[src/rtl/cc_regbank.sv]
module cc_regbank #(
  parameter logic [7:0] DESIGNER = 8'h5A,
  parameter logic [7:0] MAKER    = 8'h3C,
  parameter logic [7:0] PART     = 8'h07,
  parameter logic [7:0] REV      = 8'h01,
  parameter int         AW       = 26,
  parameter int         CHUNK_W  = 21
) (
  input  logic          clk,
  input  logic          rst_n,
  input  logic          cp_valid,
  input  logic          cp_write,
  input  logic          cp_user,
  input  logic [3:0]    cp_regsel,
  input  logic [31:0]   cp_wdata,
  output logic [31:0]   cp_rdata,
  output logic          cp_trap,
  input  logic          acc_valid,
  input  logic          acc_write,
  input  logic [AW-1:0] acc_addr,
  output logic          acc_cacheable,
  output logic          acc_cache_wr,
  output logic          acc_disruptive,
  output logic          flush,
  output logic          cache_en,
  output logic          shared_map,
  output logic          monitor
);
  localparam logic [31:0] ID_WORD = {DESIGNER, MAKER, PART, REV};
  localparam int IDX_W = AW - CHUNK_W;

  logic [2:0]  ctrl_q;
  logic [31:0] cmask_q, umask_q, dmask_q;
  logic        flush_q;
  logic        priv_wr, wr_flush, dis_wr;
  logic [IDX_W-1:0] idx;

  assign priv_wr  = cp_valid && cp_write && !cp_user;
  assign wr_flush = priv_wr && (cp_regsel == 4'd1);
  assign idx      = acc_addr[AW-1:CHUNK_W];
  assign dis_wr   = acc_valid && acc_write && dmask_q[idx];
  assign cp_trap  = cp_valid && cp_user;

  always_ff @(posedge clk or negedge rst_n)
    if (!rst_n) ctrl_q <= 3'b000;
    else if (priv_wr && cp_regsel == 4'd2) ctrl_q <= cp_wdata[2:0];

  always_ff @(posedge clk) begin
    if (priv_wr && cp_regsel == 4'd3) cmask_q <= cp_wdata;
    if (priv_wr && cp_regsel == 4'd4) umask_q <= cp_wdata;
    if (priv_wr && cp_regsel == 4'd5) dmask_q <= cp_wdata;
  end

  always_ff @(posedge clk or negedge rst_n)
    if (!rst_n) flush_q <= 1'b0;
    else        flush_q <= wr_flush || dis_wr;

  always_comb begin
    cp_rdata = 32'h0;
    if (cp_valid && !cp_write && !cp_user)
      case (cp_regsel)
        4'd0:    cp_rdata = ID_WORD;
        4'd2:    cp_rdata = {29'h0, ctrl_q};
        4'd3:    cp_rdata = cmask_q;
        4'd4:    cp_rdata = umask_q;
        4'd5:    cp_rdata = dmask_q;
        default: cp_rdata = 32'h0;
      endcase
  end

  assign cache_en       = ctrl_q[0];
  assign shared_map     = ctrl_q[1];
  assign monitor        = ctrl_q[2];
  assign acc_cacheable  = cache_en && cmask_q[idx];
  assign acc_cache_wr   = acc_valid && acc_write && acc_cacheable && umask_q[idx];
  assign acc_disruptive = dmask_q[idx];
  assign flush          = flush_q;

  p_ctrl_reset_r3: assert property (@(posedge clk) disable iff (!rst_n)
    $rose(rst_n) |-> (!cache_en && !shared_map && !monitor));
  p_ctrl_src_r3: assert property (@(posedge clk) disable iff (!rst_n)
    !$stable({cache_en, shared_map, monitor}) |->
      $past(cp_valid && cp_write && !cp_user && cp_regsel == 4'd2));
  p_user_nowr_r8: assert property (@(posedge clk) disable iff (!rst_n)
    (cp_valid && cp_user && cp_write) |=> $stable({cache_en, shared_map, monitor}));
  p_reg1_flush_r2: assert property (@(posedge clk) disable iff (!rst_n)
    (cp_valid && cp_write && !cp_user && cp_regsel == 4'd1) |=> flush);
  p_dis_flush_r7: assert property (@(posedge clk) disable iff (!rst_n)
    (acc_valid && acc_write && acc_disruptive) |=> flush);
  p_id_read_r1: assert property (@(posedge clk) disable iff (!rst_n)
    (cp_valid && !cp_write && !cp_user && cp_regsel == 4'd0) |-> cp_rdata == ID_WORD);
endmodule

[config.mk]
export PLATFORM = sky130hd
export DESIGN_NAME = cc_regbank
export DESIGN_NICKNAME = d
export VERILOG_FILES = /design/src/rtl/cc_regbank.sv
export SDC_FILE = /design/constraint.sdc
export NUM_CORES = 1
export LEC_CHECK = 0
export BUFFER_PORTS_ARGS = -buffer_cell sky130_fd_sc_hd__buf_2
export CAP_MARGIN = 30
export CELL_PAD_IN_SITES_DETAIL_PLACEMENT = 2
export CELL_PAD_IN_SITES_GLOBAL_PLACEMENT = 2
export CORE_ASPECT_RATIO = 1.25
export CORE_UTILIZATION = 39
export CTS_CLUSTER_SIZE = 10
export DETAILED_ROUTE_END_ITERATION = 10
export PLACE_DENSITY = 0.94
export SLEW_MARGIN = 20
export SYNTH_ARGS = -nofsm -noshare
export SYNTH_HDL_FRONTEND = slang
export SYNTH_SLANG_ARGS = --single-unit
[constraint.sdc]
create_clock -name clk -period 4.9 [get_ports clk]
set_input_delay 0.49 -clock clk [delete_from_list [all_inputs] [get_ports clk]]
set_output_delay 0.49 -clock clk [all_outputs]
set_load 0.05 [all_outputs]
# After elaboration in Yosys (flattened, before gate mapping)
# Index checks and enable logic that the tools add are counted.
# W data, S select, Z words.
# totals
register_bits,100
latch_bits,0
memories,0
mem_bits_rw,0
input_bits,69
rom_bits,0
output_inout_bits,40
word_cells,38
# op_classes
bitwise_logic,0
n_lt_le_gt_ge,1
shifts,0
mux,8
mul,0
div_mod_pow,0
eq_ne,5
reduce_logical,19
addsub,0
# ops
operator,count
$pmux W32 S5,1
$mux W32,1
$bmux W1 S5,3
$logic_and A1 B1 Y1,15
$eq A4 B2 Y1 const B,2
$eq A4 B3 Y1 const B,2
$lt A5 B6 Y1 const B,1
$eq A4 B1 Y1 const B,1
$logic_not A4 Y1,1
$mux W1,3
$logic_not A1 Y1,2
$logic_or A1 B1 Y1,1

# Longest topological paths before layout
# Gate-level depths: netlist of the first run.
# depth
depth_word,5
depth_mapped,9
ltp_nobuf,6

# Least setup slack after synthesis of the first run
# No wires, ideal clock.
# synth_path
path_kind,input to output
from,in acc_addr[22]
to,out acc_cache_wr
n_path_buf,2
arrival_time_ns,3.339
stages,7
t_required_ns,4.410
path_slack_ns,1.071
path_cell_list,buf_4 -> buf_6 -> mux4_1 -> mux2_2 -> o21ai_1 -> nor4_1 -> and2_1
# synth_between
elab_chain_cells,5
word_cells_on_any_way,7
classes_between,mux (4); reduce/logical (3)
# synth_lines
element,line_no,rtl
"start, declared",20,"input logic [AW-1:0] acc_addr,"
$bmux W1 S5,74,assign acc_cacheable = cache_en && cmask_q[idx];
$mux W1 (implied by the code),74,
$logic_and A1 B1 Y1,74,
named net acc_cacheable,21,"output logic acc_cacheable,"
$logic_and A1 B1 Y1 (2 in series),75,assign acc_cache_wr = acc_valid && acc_write && acc_cacheable && umask_q[idx];
"end, declared",22,"output logic acc_cache_wr,"
# The timed path passes the listed nets, and every way through them passes these cells. The select of a mux whose other input is x is not followed.

# Worst setup path after layout of the first run
# layout_path
from,in acc_addr[21]
to,out acc_cache_wr
# layout_between
elab_chain_cells,5
word_cells_on_any_way,7
classes_between,mux (4); reduce/logical (3)
# layout_lines
element,line_no
$bmux W1 S5,74
$mux W1 (implied by the code),74
$logic_and A1 B1 Y1,74
$logic_and A1 B1 Y1,75
$logic_and A1 B1 Y1 (*),75
# Every way passes the cells marked *; elsewhere a longest branch is shown, timed or not. The select of a mux whose other input is x is not followed.

==> impl_metrics.xml, run 1 <==
<?xml version="1.0" encoding="UTF-8"?>
<metrics>
  <group name="synthesis">
    <metric name="synth_adder_area_share" unit="%">0</metric>
    <metric name="synth_top_family_by_area" unit="">multiplexers</metric>
    <metric name="ys_seq_area_share" unit="%">62.64</metric>
    <metric name="netlist_area" unit="sq um">4762</metric>
    <metric name="basic_gate_share_of_the_synthesized_area_counting_and_or_nand_and_nor_cells" unit="%">10.90</metric>
    <metric name="synth_area_in_compound_gates" unit="%">9.879</metric>
    <metric name="number_of_enable_flip_flop_cells_after_synthesis" unit="">96</metric>
    <metric name="post_synth_num_cell_types" unit="">42</metric>
    <metric name="multiplexer_share_of_the_synthesized_area" unit="%">13.14</metric>
    <metric name="synth.ff_latch_count" unit="">100</metric>
    <metric name="yosys.area_share.xor_xnor" unit="%">0</metric>
    <metric name="avgSynthCellArea" unit="sq um">13.84</metric>
    <metric name="netlist_instances" unit="">344</metric>
    <metric name="synth-main-ff-cell" unit="">edfxtp_1</metric>
    <metric name="postSynth.asyncResetShare" unit="%">4.000</metric>
    <metric name="yosysWarningCount" unit="">0</metric>
    <metric name="synth_fp_nets" unit="">413</metric>
  </group>
  <group name="global_routing">
    <metric name="grt_start_max_net_pins" unit="">35</metric>
    <metric name="overflow_left_after_global_routing" unit="">0</metric>
    <metric name="antenna_violations_before_repair" unit="">0</metric>
    <metric name="grt_util_overall" unit="%">25.73</metric>
    <metric name="grt_first_pass_wirelength" unit="mm">23.51</metric>
    <metric name="first_global_vias" unit="">3842</metric>
  </group>
  <group name="pwr">
    <metric name="pwr_density" unit="nW/um^2">323.1</metric>
    <metric name="power_leakage" unit="nW">2.062</metric>
    <metric name="total_power" unit="W">0.001829</metric>
    <metric name="worst_ir_drop_vdd" unit="mV">0.1637</metric>
  </group>
  <group name="routing">
    <metric name="num_vias" unit="">3556</metric>
    <metric name="drt-pass1-iter-count" unit="">8</metric>
    <metric name="drc_violation_count_after_routing" unit="">0</metric>
    <metric name="drtAntennaViolNets" unit="">0</metric>
    <metric name="via_density_per_instance" unit="">5.997</metric>
    <metric name="finalWirelength" unit="mm">15.62</metric>
    <metric name="dr.first_iter.drc_count" unit="">293</metric>
    <metric name="detail_route.wl_per_cell" unit="um">26.34</metric>
  </group>
  <group name="sta">
    <metric name="drv_slew" unit="">0</metric>
    <metric name="rsz0062_at_grt" unit="">no</metric>
    <metric name="timing.final.hold_violations" unit="">0</metric>
    <metric name="final-setup-viol-count" unit="">0</metric>
    <metric name="max_freq" unit="MHz">311.5</metric>
    <metric name="final_critical_path_share_of_the_clock_period" unit="%">65.52</metric>
    <metric name="worst_clock_skew" unit="ns">0.004528</metric>
    <metric name="totalNegativeSetupSlack" unit="ns">0</metric>
    <metric name="worstMarginPinSlew" unit="ns">0.8232</metric>
    <metric name="max_transition_margin" unit="%">44.92</metric>
    <metric name="finalCriticalPeriod" unit="ns">3.211</metric>
  </group>
  <group name="finish">
    <metric name="commonest_non_fill_non_tap_cell_in_the_layout" unit="">edfxtp_1</metric>
    <metric name="most-common-layout-cells" unit="">edfxtp_1, buf_2, nand2_1</metric>
    <metric name="fillerInstances" unit="">1174</metric>
    <metric name="antennaDiodeCount" unit="">0</metric>
    <metric name="drive_gt1_share" unit="%">30.09</metric>
    <metric name="fin_nets" unit="">498</metric>
    <metric name="area_delta_synth_final" unit="%">18.89</metric>
  </group>
  <group name="worst_setup_path">
    <metric name="critPathKind" unit="">in2out</metric>
    <metric name="timing.reg2reg.worst_path_depth" unit="">6</metric>
    <metric name="kind_of_end_point_of_the_critical_path" unit="">primary output</metric>
    <metric name="timing.critical_path.required" unit="ns">4.41</metric>
    <metric name="crit_arrival" unit="ns">2.72</metric>
    <metric name="r2r_setup_slack" unit="ns">3.30</metric>
    <metric name="crit-reg2reg-launch" unit="">dmask_q[3]</metric>
    <metric name="critical_path.reg2reg.endpoint" unit="">flush</metric>
    <metric name="crit_fanout" unit="">23</metric>
    <metric name="critPathLaunchType" unit="">input port</metric>
  </group>
  <group name="placement">
    <metric name="port-buffer-count" unit="">87</metric>
    <metric name="hpwlAfterDp" unit="mm">10.91</metric>
    <metric name="gpl.final_weighted_congestion" unit="">0.7637</metric>
  </group>
  <group name="clock_tree">
    <metric name="tritoncts_clock_tree" unit="">done</metric>
    <metric name="post_cts.repair.setup_buffers" unit="">0</metric>
    <metric name="clock_sinks" unit="">100</metric>
    <metric name="htree_num_levels" unit="">3</metric>
    <metric name="cts_made_buffers" unit="">9</metric>
    <metric name="clk_transition_reported_paths" unit="ns">0.06</metric>
    <metric name="clockBufferDepth" unit="">2</metric>
    <metric name="cts_root_buf" unit="">clkbuf_16</metric>
    <metric name="insertion_delay" unit="ns">0.34</metric>
  </group>
  <group name="min_path">
    <metric name="worstHoldEndpoint" unit="">umask_q[12]</metric>
    <metric name="hold_path_depth" unit="">1</metric>
    <metric name="worst_hold_path_type" unit="">in2reg</metric>
    <metric name="worst_hold_startpoint" unit="">cp_wdata[12]</metric>
  </group>
  <group name="floorplan">
    <metric name="placement_rows" unit="">44</metric>
    <metric name="placeable_core_region" unit="sq um">11780</metric>
    <metric name="die_area" unit="sq um">12660</metric>
    <metric name="die_w" unit="um">100.8</metric>
    <metric name="initial_core_utilization" unit="%">40.42</metric>
    <metric name="dieHeight" unit="um">125.5</metric>
    <metric name="floorplan.io_pins" unit="">109</metric>
  </group>
  <group name="flow_run">
    <metric name="max_cap_violations" unit="">0</metric>
  </group>
  <group name="status">
    <metric name="status" unit="">finished clean</metric>
  </group>
</metrics>
[worst max path at each step]
stage                 start            to  slack (ns)  cells past startpoint
2_1_floorplan  acc_addr[22]  acc_cache_wr        1.07                      7
3_3_place_gp   acc_addr[22]  acc_cache_wr        1.61                      8
3_5_place_dp   acc_addr[22]  acc_cache_wr        1.62                      8
4_1_cts        acc_addr[22]  acc_cache_wr        1.61                      8
5_1_grt        cp_regsel[3]  cp_rdata[16]        1.58                      9
6_report       acc_addr[21]  acc_cache_wr        1.69                      7
[power by group]
| part | leakage (nW) | internal (W) | total [W] | switching, W |
|---|---|---|---|---|
| Sequential | 0.917 | 0.000945 | 0.000952 | 0.00000718 |
| Clock | 0.127 | 0.000391 | 0.000696 | 0.000305 |
| Combinational | 1.02 | 0.0000627 | 0.000181 | 0.000118 |
[stage by stage]
stage	hold WS, ns	area, sq um	worst slack, ns	utilization (%)	cells
after CTS	0.3430	5619	1.614	47.70	591
after global routing	0.3441	5662	1.580	48.06	593
final	0.3519	5662	1.689	48.06	593
after global placement	0.3116	5328	1.614	45.22	576
after floorplan	0.1944	4762	1.071	-	344
after detailed placement	0.3160	5328	1.620	45.22	576
[final cells by class]
class                           instances  area [sq um]  share of cell area (%)
Sequential cell                       100          2983                   52.69
Inverter                                3         11.26                  0.1989
Timing Repair Buffer                   99         555.5                   9.812
Tap cell                              161         201.4                   3.558
Clock buffer                           10         229.0                   4.044
Multi-Input combinational cell        216          1629                   28.77
Clock inverter                          4         52.55                  0.9282
[synth_stat cells, types with 3 or more instances]
| cell type | number | area share (%) |
|---|---|---|
| dfrtp_1 | 4 | 2.1 |
| inv_1 | 3 | 0.24 |
| o211ai_1 | 12 | 1.9 |
| mux4_2 | 8 | 3.8 |
| nor2b_1 | 6 | 0.79 |
| nand2b_1 | 3 | 0.39 |
| a21oi_1 | 16 | 1.7 |
| clkbuf_1 | 13 | 1.0 |
| a22oi_1 | 5 | 0.79 |
| buf_2 | 4 | 0.42 |
| buf_6 | 3 | 0.71 |
| buf_4 | 4 | 0.63 |
| nor3_1 | 5 | 0.53 |
| nand3_1 | 5 | 0.53 |
| mux2i_1 | 22 | 4.6 |
| mux2_2 | 5 | 1.2 |
| a222oi_1 | 18 | 3.8 |
| edfxtp_1 | 96 | 61 |
| nand2_1 | 46 | 3.6 |
| mux4_1 | 6 | 3.3 |
| nor2_1 | 32 | 2.5 |
[cells by family (layout without fill, tap and decap cells)]
family                 after synthesis  count (layout)
DFF                                100             100
muxes                               42              42
AOI/OAI and AO/OA                   61              61
buffers and inverters               28             116
and+or+nand+nor                    113             113
[critical path: stages]
cell and delay [ns]:
buf_2 0.53, mux4_2 0.62, or4_1 0.42, o211ai_1 0.14, nor3_1 0.12, and2_1 0.17, buf_2 0.21
[routing by layer]
layer / vias to the layer above / global-route usage (%) / share of wire, %
met1: 1830 / 31.95 / 40
li1: 1542 / - / -
met4: 0 / 12.11 / 3.0
met5: - / 0 / 0
met3: 38 / 4.639 / 5.2
met2: 146 / 43.23 / 52
[registers in the layout, indices dropped and copies added, names as in the netlist]
name	flops
ctrl_q	3
cmask_q	32
flush	1
umask_q	32
dmask_q	32
[what timing repair did]
| action | in CTS | in global routing |
|---|---|---|
| resized for setup | 0 | 0 |
| hold buffers | 1 | 0 |
| endpoints found under the hold margin | 4 | 0 |
No activity file was read; power rests on OpenSTA's default activity.
==> run 2, diff against run 1 <==
Settings changed: CORE_UTILIZATION 39 to 36, PLACE_DENSITY 0.94 to 0.89.
Clock period 4.9 ns to 3.2 ns, I/O delays scaled along.
==> run 2 against run 1 <==
Against the previous run: power is 63% higher; routed wire length rose by 3.6%; die area increased by 8.2%; utilization fell by 3.1 points; final area grew 1.5%; critical path depth unchanged; largest power group unchanged; combinational power grew 55%; via count is 2.0% higher; clock power is 78% higher; sequential share of layout area shrank 0.80 points; non-clock buffer count rose by 6.
==> impl_metrics.xml, run 2 (synthesis gave the netlist of run 1 again) <==
<?xml version="1.0" encoding="UTF-8"?>
<metrics>
  <group name="sta">
    <metric name="rsz0062_at_grt" unit="">no</metric>
    <metric name="final-setup-viol-count" unit="">0</metric>
    <metric name="worst_clock_skew" unit="ns">0.008830</metric>
    <metric name="max_freq" unit="MHz">367.6</metric>
    <metric name="worstMarginPinSlew" unit="ns">0.7093</metric>
    <metric name="max_transition_margin" unit="%">52.72</metric>
    <metric name="totalNegativeSetupSlack" unit="ns">0</metric>
    <metric name="final_critical_path_share_of_the_clock_period" unit="%">85.02</metric>
    <metric name="drv_slew" unit="">0</metric>
    <metric name="timing.final.hold_violations" unit="">0</metric>
    <metric name="finalCriticalPeriod" unit="ns">2.721</metric>
  </group>
  <group name="floorplan">
    <metric name="initial_core_utilization" unit="%">37.27</metric>
    <metric name="die_w" unit="um">104.9</metric>
    <metric name="die_area" unit="sq um">13700</metric>
    <metric name="placeable_core_region" unit="sq um">12780</metric>
    <metric name="dieHeight" unit="um">130.6</metric>
    <metric name="floorplan.io_pins" unit="">109</metric>
    <metric name="placement_rows" unit="">46</metric>
  </group>
  <group name="placement">
    <metric name="dpl.cell_count" unit="">591</metric>
    <metric name="port-buffer-count" unit="">87</metric>
    <metric name="dpl_cell_area" unit="sq um">5409</metric>
    <metric name="gpl.final_weighted_congestion" unit="">0.7974</metric>
    <metric name="hpwlAfterDp" unit="mm">11.47</metric>
  </group>
  <group name="clock_tree">
    <metric name="clockBufferDepth" unit="">2</metric>
    <metric name="clock_sinks" unit="">100</metric>
    <metric name="cts_root_buf" unit="">clkbuf_16</metric>
    <metric name="clk_transition_reported_paths" unit="ns">0.07</metric>
    <metric name="post_cts.repair.setup_buffers" unit="">0</metric>
    <metric name="htree_num_levels" unit="">3</metric>
    <metric name="insertion_delay" unit="ns">0.35</metric>
    <metric name="cts_made_buffers" unit="">9</metric>
    <metric name="tritoncts_clock_tree" unit="">done</metric>
    <metric name="post_cts_resized" unit="">0</metric>
  </group>
  <group name="finish">
    <metric name="post-route-util" unit="%">45.00</metric>
    <metric name="commonest_non_fill_non_tap_cell_in_the_layout" unit="">edfxtp_1</metric>
    <metric name="fin_nets" unit="">504</metric>
    <metric name="finalInstanceArea" unit="sq um">5749</metric>
    <metric name="biggestRegsByFlops" unit="">cmask_q (32), dmask_q (32), umask_q (32)</metric>
    <metric name="fin_cells" unit="">607</metric>
    <metric name="area_delta_synth_final" unit="%">20.73</metric>
    <metric name="most-common-layout-cells" unit="">edfxtp_1, buf_2, nand2_1</metric>
    <metric name="drive_gt1_share" unit="%">31.21</metric>
    <metric name="antennaDiodeCount" unit="">0</metric>
  </group>
  <group name="worst_setup_path">
    <metric name="cpMaxStageDelayCell" unit="">mux4_2</metric>
    <metric name="critPathLaunchType" unit="">input port</metric>
    <metric name="worst_path_most_repeated_cell" unit="">buf_2</metric>
    <metric name="path_buf_inv" unit="">2</metric>
    <metric name="cpLargestDelayFamily" unit="">multiplexers</metric>
    <metric name="worst_path_largest_cell_delay" unit="ns">0.60</metric>
    <metric name="crit_arrival" unit="ns">2.40</metric>
    <metric name="crit_fanout" unit="">24</metric>
    <metric name="crit_chain" unit="">buf_2 &gt; mux4_2 &gt; mux2_2 &gt; nor2_1 &gt; nor4_2 &gt; and2_1 &gt; buf_2</metric>
    <metric name="timing.critical_path.required" unit="ns">2.88</metric>
    <metric name="kind_of_end_point_of_the_critical_path" unit="">primary output</metric>
    <metric name="critPathKind" unit="">in2out</metric>
  </group>
  <group name="min_path">
    <metric name="worst_hold_path_type" unit="">in2reg</metric>
  </group>
  <group name="global_routing">
    <metric name="grt_first_pass_wirelength" unit="mm">24.18</metric>
    <metric name="antenna_violations_before_repair" unit="">0</metric>
    <metric name="grt_util_overall" unit="%">24.43</metric>
    <metric name="overflow_left_after_global_routing" unit="">0</metric>
    <metric name="first_global_vias" unit="">3942</metric>
    <metric name="grt_start_max_net_pins" unit="">33</metric>
  </group>
  <group name="pwr">
    <metric name="total_power" unit="W">0.002976</metric>
    <metric name="pwr_density" unit="nW/um^2">517.7</metric>
    <metric name="power_leakage" unit="nW">2.117</metric>
    <metric name="worst_ir_drop_vdd" unit="mV">0.3087</metric>
  </group>
  <group name="routing">
    <metric name="detail_route.wl_per_cell" unit="um">26.65</metric>
    <metric name="drtAntennaViolNets" unit="">0</metric>
    <metric name="dr.first_iter.drc_count" unit="">313</metric>
    <metric name="via_density_per_instance" unit="">5.974</metric>
    <metric name="drt-pass1-iter-count" unit="">6</metric>
    <metric name="drc_violation_count_after_routing" unit="">0</metric>
    <metric name="num_vias" unit="">3626</metric>
    <metric name="finalWirelength" unit="mm">16.17</metric>
  </group>
  <group name="flow_run">
    <metric name="max_cap_violations" unit="">0</metric>
  </group>
  <group name="status">
    <metric name="status" unit="">finished clean</metric>
  </group>
</metrics>
run 2: timing repair:
item	CTS	global route
setup endpoints to repair	0	0
hold endpoints to repair	4	0
hold buffers	1	0
run 2: layout make-up:
type	instances	area, sq um
multi-input combinational	216	1642
inverter	3	11.26
timing repair buffer	105	573.1
fill	1266	7028
clock inverter	5	101.3
sequential	100	2983
clock buffer	10	229.0
tap	168	210.2
run 2: per-layer routing:
layer  GRT usage, %  share of wire (%)  vias to the layer above
met5              0                  0                        -
met4          12.68                3.6                        0
met1          27.62                 39                     1882
li1               -                  -                     1550
met3          4.117                5.1                       41
met2          44.76                 53                      153
run 2: per-stage QoR:
stage          setup slack, ns  hold WS [ns]
6_report                0.4794        0.1733
5_1_grt                 0.4052        0.1693
4_1_cts                 0.4802        0.1633
3_5_place_dp            0.4809        0.1467
3_3_place_gp            0.5641        0.1424
2_1_floorplan           0.2166       0.02441
run 2: final timing paths:
| check | startpoint | to | slack (ns) | cells after the start |
|---|---|---|---|---|
| setup / recovery | acc_addr[22] | acc_cache_wr | 0.48 | 7 |
| hold / removal | cp_wdata[3] | umask_q[3] | 0.17 | 1 |
| setup reg to reg | dmask_q[9] | flush | 1.51 | 6 |
| hold reg to reg | ctrl_q[2] | ctrl_q[2] | 0.55 | 1 |
| max in group asynchronous | rst_n | ctrl_q[2] | 2.74 | 2 |
| min in group asynchronous | rst_n | flush | 0.32 | 2 |
run 2: power breakdown:
part | total, W | switching (W) | internal [W] | leakage, nW
combinational | 0.000281 | 0.000183 | 0.0000983 | 1.04
clock | 0.00124 | 0.000480 | 0.000758 | 0.156
sequential | 0.00146 | 0.0000101 | 0.00145 | 0.917
==> run 3, diff against run 2 <==
--- a/config.mk
+++ b/config.mk
@@ -16,2 +16,3 @@
 export PLACE_DENSITY = 0.89
+export RECOVER_POWER = 100
 export SLEW_MARGIN = 20
--- a/constraint.sdc
+++ b/constraint.sdc
@@ -3,2 +3,2 @@
 set_output_delay 0.32 -clock clk [all_outputs]
-set_load 0.05 [all_outputs]
+set_load 0.005 [all_outputs]
==> run 3 against run 2 <==
Against the previous run: register-to-register slack improved by 0.03 ns; clock power fell by 13%; die area did not move; first-iteration DRC count rose by 16%; global-route usage rose by 0.58 points; sequential cell count did not move; maximum frequency fell by 6.2%; sequential power barely moved; worst setup slack got worse by 0.18 ns; final area fell by 3.3%; critical path depth did not move; critical path type unchanged; largest cell class unchanged.
==> impl_metrics.xml, run 3 (synthesis gave the netlist of run 1 again) <==
<?xml version="1.0" encoding="UTF-8"?>
<metrics>
  <group name="status">
    <metric name="status" unit="">finished clean</metric>
  </group>
  <group name="clock_tree">
    <metric name="post_cts_resized" unit="">0</metric>
    <metric name="cts_made_buffers" unit="">9</metric>
    <metric name="clockBufferDepth" unit="">2</metric>
    <metric name="clk_transition_reported_paths" unit="ns">0.06</metric>
    <metric name="tritoncts_clock_tree" unit="">done</metric>
    <metric name="clock_sinks" unit="">100</metric>
    <metric name="holdBufCountCts" unit="">1</metric>
    <metric name="insertion_delay" unit="ns">0.36</metric>
    <metric name="htree_num_levels" unit="">3</metric>
    <metric name="post_cts.repair.setup_buffers" unit="">0</metric>
    <metric name="cts_root_buf" unit="">clkbuf_16</metric>
  </group>
  <group name="global_routing">
    <metric name="grt_first_pass_wirelength" unit="mm">24.85</metric>
    <metric name="grt_util_overall" unit="%">25.02</metric>
    <metric name="gr-usage-met1" unit="%">28.18</metric>
    <metric name="overflow_left_after_global_routing" unit="">0</metric>
    <metric name="grt_util_met2" unit="%">46.36</metric>
    <metric name="grt_most_used_layer" unit="">met2</metric>
    <metric name="antenna_violations_before_repair" unit="">0</metric>
    <metric name="first_global_vias" unit="">3984</metric>
    <metric name="gr-usage-met3" unit="%">4.464</metric>
    <metric name="grt_start_max_net_pins" unit="">24</metric>
  </group>
  <group name="placement">
    <metric name="port-buffer-count" unit="">87</metric>
    <metric name="dp_slack" unit="ns">0.4901</metric>
    <metric name="gpl.final_weighted_congestion" unit="">0.8259</metric>
    <metric name="hpwlAfterDp" unit="mm">11.33</metric>
  </group>
  <group name="finish">
    <metric name="area_delta_synth_final" unit="%">16.76</metric>
    <metric name="antennaDiodeCount" unit="">0</metric>
    <metric name="fin_nets" unit="">502</metric>
    <metric name="most-common-layout-cells" unit="">edfxtp_1, clkbuf_1, nand2_1</metric>
    <metric name="commonest_non_fill_non_tap_cell_in_the_layout" unit="">edfxtp_1</metric>
    <metric name="drive_gt1_share" unit="%">14.16</metric>
    <metric name="biggestRegsByFlops" unit="">cmask_q (32), dmask_q (32), umask_q (32)</metric>
  </group>
  <group name="worst_setup_path">
    <metric name="crit_chain" unit="">clkbuf_1 &gt; nand2_1 &gt; nor2_1 &gt; clkbuf_2 &gt; a222oi_1 &gt; nor2_1 &gt; buf_2</metric>
    <metric name="critPathKind" unit="">in2out</metric>
    <metric name="critical_path.reg2reg.endpoint" unit="">flush</metric>
    <metric name="r2r_setup_slack" unit="ns">1.54</metric>
    <metric name="timing.reg2reg.worst_path_depth" unit="">6</metric>
    <metric name="kind_of_end_point_of_the_critical_path" unit="">primary output</metric>
    <metric name="timing.critical_path.required" unit="ns">2.88</metric>
    <metric name="worst_path_largest_cell_delay" unit="ns">0.74</metric>
    <metric name="critPathLaunchType" unit="">input port</metric>
    <metric name="crit-reg2reg-launch" unit="">dmask_q[23]</metric>
    <metric name="path_buf_inv" unit="">3</metric>
    <metric name="critical_path_cell_count" unit="">7</metric>
    <metric name="cpLargestDelayFamily" unit="">buffers and inverters</metric>
    <metric name="crit_fanout" unit="">18</metric>
    <metric name="cpMaxStageDelayCell" unit="">clkbuf_1</metric>
    <metric name="worst_path_most_repeated_cell" unit="">nor2_1</metric>
    <metric name="crit_arrival" unit="ns">2.58</metric>
  </group>
  <group name="floorplan">
    <metric name="die_area" unit="sq um">13700</metric>
    <metric name="placement_rows" unit="">46</metric>
    <metric name="die_w" unit="um">104.9</metric>
    <metric name="placeable_core_region" unit="sq um">12780</metric>
    <metric name="initial_core_utilization" unit="%">37.27</metric>
    <metric name="floorplan.io_pins" unit="">109</metric>
    <metric name="dieHeight" unit="um">130.6</metric>
  </group>
  <group name="sta">
    <metric name="worst_hold_slack" unit="ns">0.1965</metric>
    <metric name="setup_ws" unit="ns">0.2983</metric>
    <metric name="final-setup-viol-count" unit="">0</metric>
    <metric name="max_transition_margin" unit="%">25.40</metric>
    <metric name="worst_clock_skew" unit="ns">0.005858</metric>
    <metric name="rsz0062_at_grt" unit="">no</metric>
    <metric name="totalNegativeSetupSlack" unit="ns">0</metric>
    <metric name="timing.final.hold_violations" unit="">0</metric>
    <metric name="final_critical_path_share_of_the_clock_period" unit="%">90.68</metric>
    <metric name="finalCriticalPeriod" unit="ns">2.902</metric>
    <metric name="drv_slew" unit="">0</metric>
    <metric name="worstMarginPinSlew" unit="ns">1.119</metric>
    <metric name="max_freq" unit="MHz">344.6</metric>
  </group>
  <group name="pwr">
    <metric name="worst_ir_drop_vdd" unit="mV">0.3218</metric>
    <metric name="total_power" unit="W">0.002770</metric>
    <metric name="power_leakage" unit="nW">1.838</metric>
    <metric name="pwr_density" unit="nW/um^2">498.3</metric>
  </group>
  <group name="routing">
    <metric name="drtAntennaViolNets" unit="">0</metric>
    <metric name="num_vias" unit="">3567</metric>
    <metric name="drt-pass1-iter-count" unit="">5</metric>
    <metric name="drc_violation_count_after_routing" unit="">0</metric>
    <metric name="detail_route.wl_per_cell" unit="um">26.68</metric>
    <metric name="finalWirelength" unit="mm">16.17</metric>
    <metric name="dr.first_iter.drc_count" unit="">362</metric>
    <metric name="via_density_per_instance" unit="">5.886</metric>
  </group>
  <group name="min_path">
    <metric name="worst_hold_path_type" unit="">in2reg</metric>
    <metric name="hold_path_depth" unit="">1</metric>
    <metric name="worst_hold_startpoint" unit="">cp_wdata[11]</metric>
    <metric name="worstHoldEndpoint" unit="">umask_q[11]</metric>
  </group>
  <group name="flow_run">
    <metric name="max_cap_violations" unit="">0</metric>
  </group>
</metrics>
==> run 3: cell type report <==
type | instances | area (sq um)
fillers | 1326 | 7217
flip-flops and latches | 100 | 2983
multi-input cells | 216 | 1619
repair buffers | 103 | 452.9
clock buffers | 10 | 229.0
well taps | 168 | 210.2
clock inverters | 6 | 55.05
inverters | 3 | 11.26
==> run 3: worst max-delay path by stage <==
| stage | to | slack, ns | startpoint |
|---|---|---|---|
| after global routing | cp_rdata[16] | 0.23 | cp_regsel[2] |
| after CTS | acc_cache_wr | 0.48 | acc_addr[21] |
| after global placement | acc_cache_wr | 0.55 | acc_addr[21] |
| final | cp_rdata[24] | 0.30 | cp_regsel[2] |
| after floorplan | cmask_q[0] | 0.22 | cp_regsel[2] |
| after detailed placement | acc_cache_wr | 0.49 | acc_addr[21] |
==> run 3: per-layer routing <==
layer / share of wire, % / vias up
met5: 0 / -
met4: 2.7 / 0
met3: 5.2 / 32
met2: 54 / 133
met1: 38 / 1858
li1: - / 1544
==> run 3: through the flow <==
stage | util, % | area (sq um) | cells
2_1_floorplan | - | 4767 | 344
3_3_place_gp | 42.17 | 5388 | 589
3_5_place_dp | 42.17 | 5388 | 589
4_1_cts | 44.47 | 5682 | 606
5_1_grt | 43.52 | 5560 | 606
6_report | 43.52 | 5560 | 606
==> run 3: where the power goes <==
group / switching (W) / internal (W)
clock network: 0.000483 / 0.000599
registers: 0.0000106 / 0.00145
logic: 0.000144 / 0.0000867
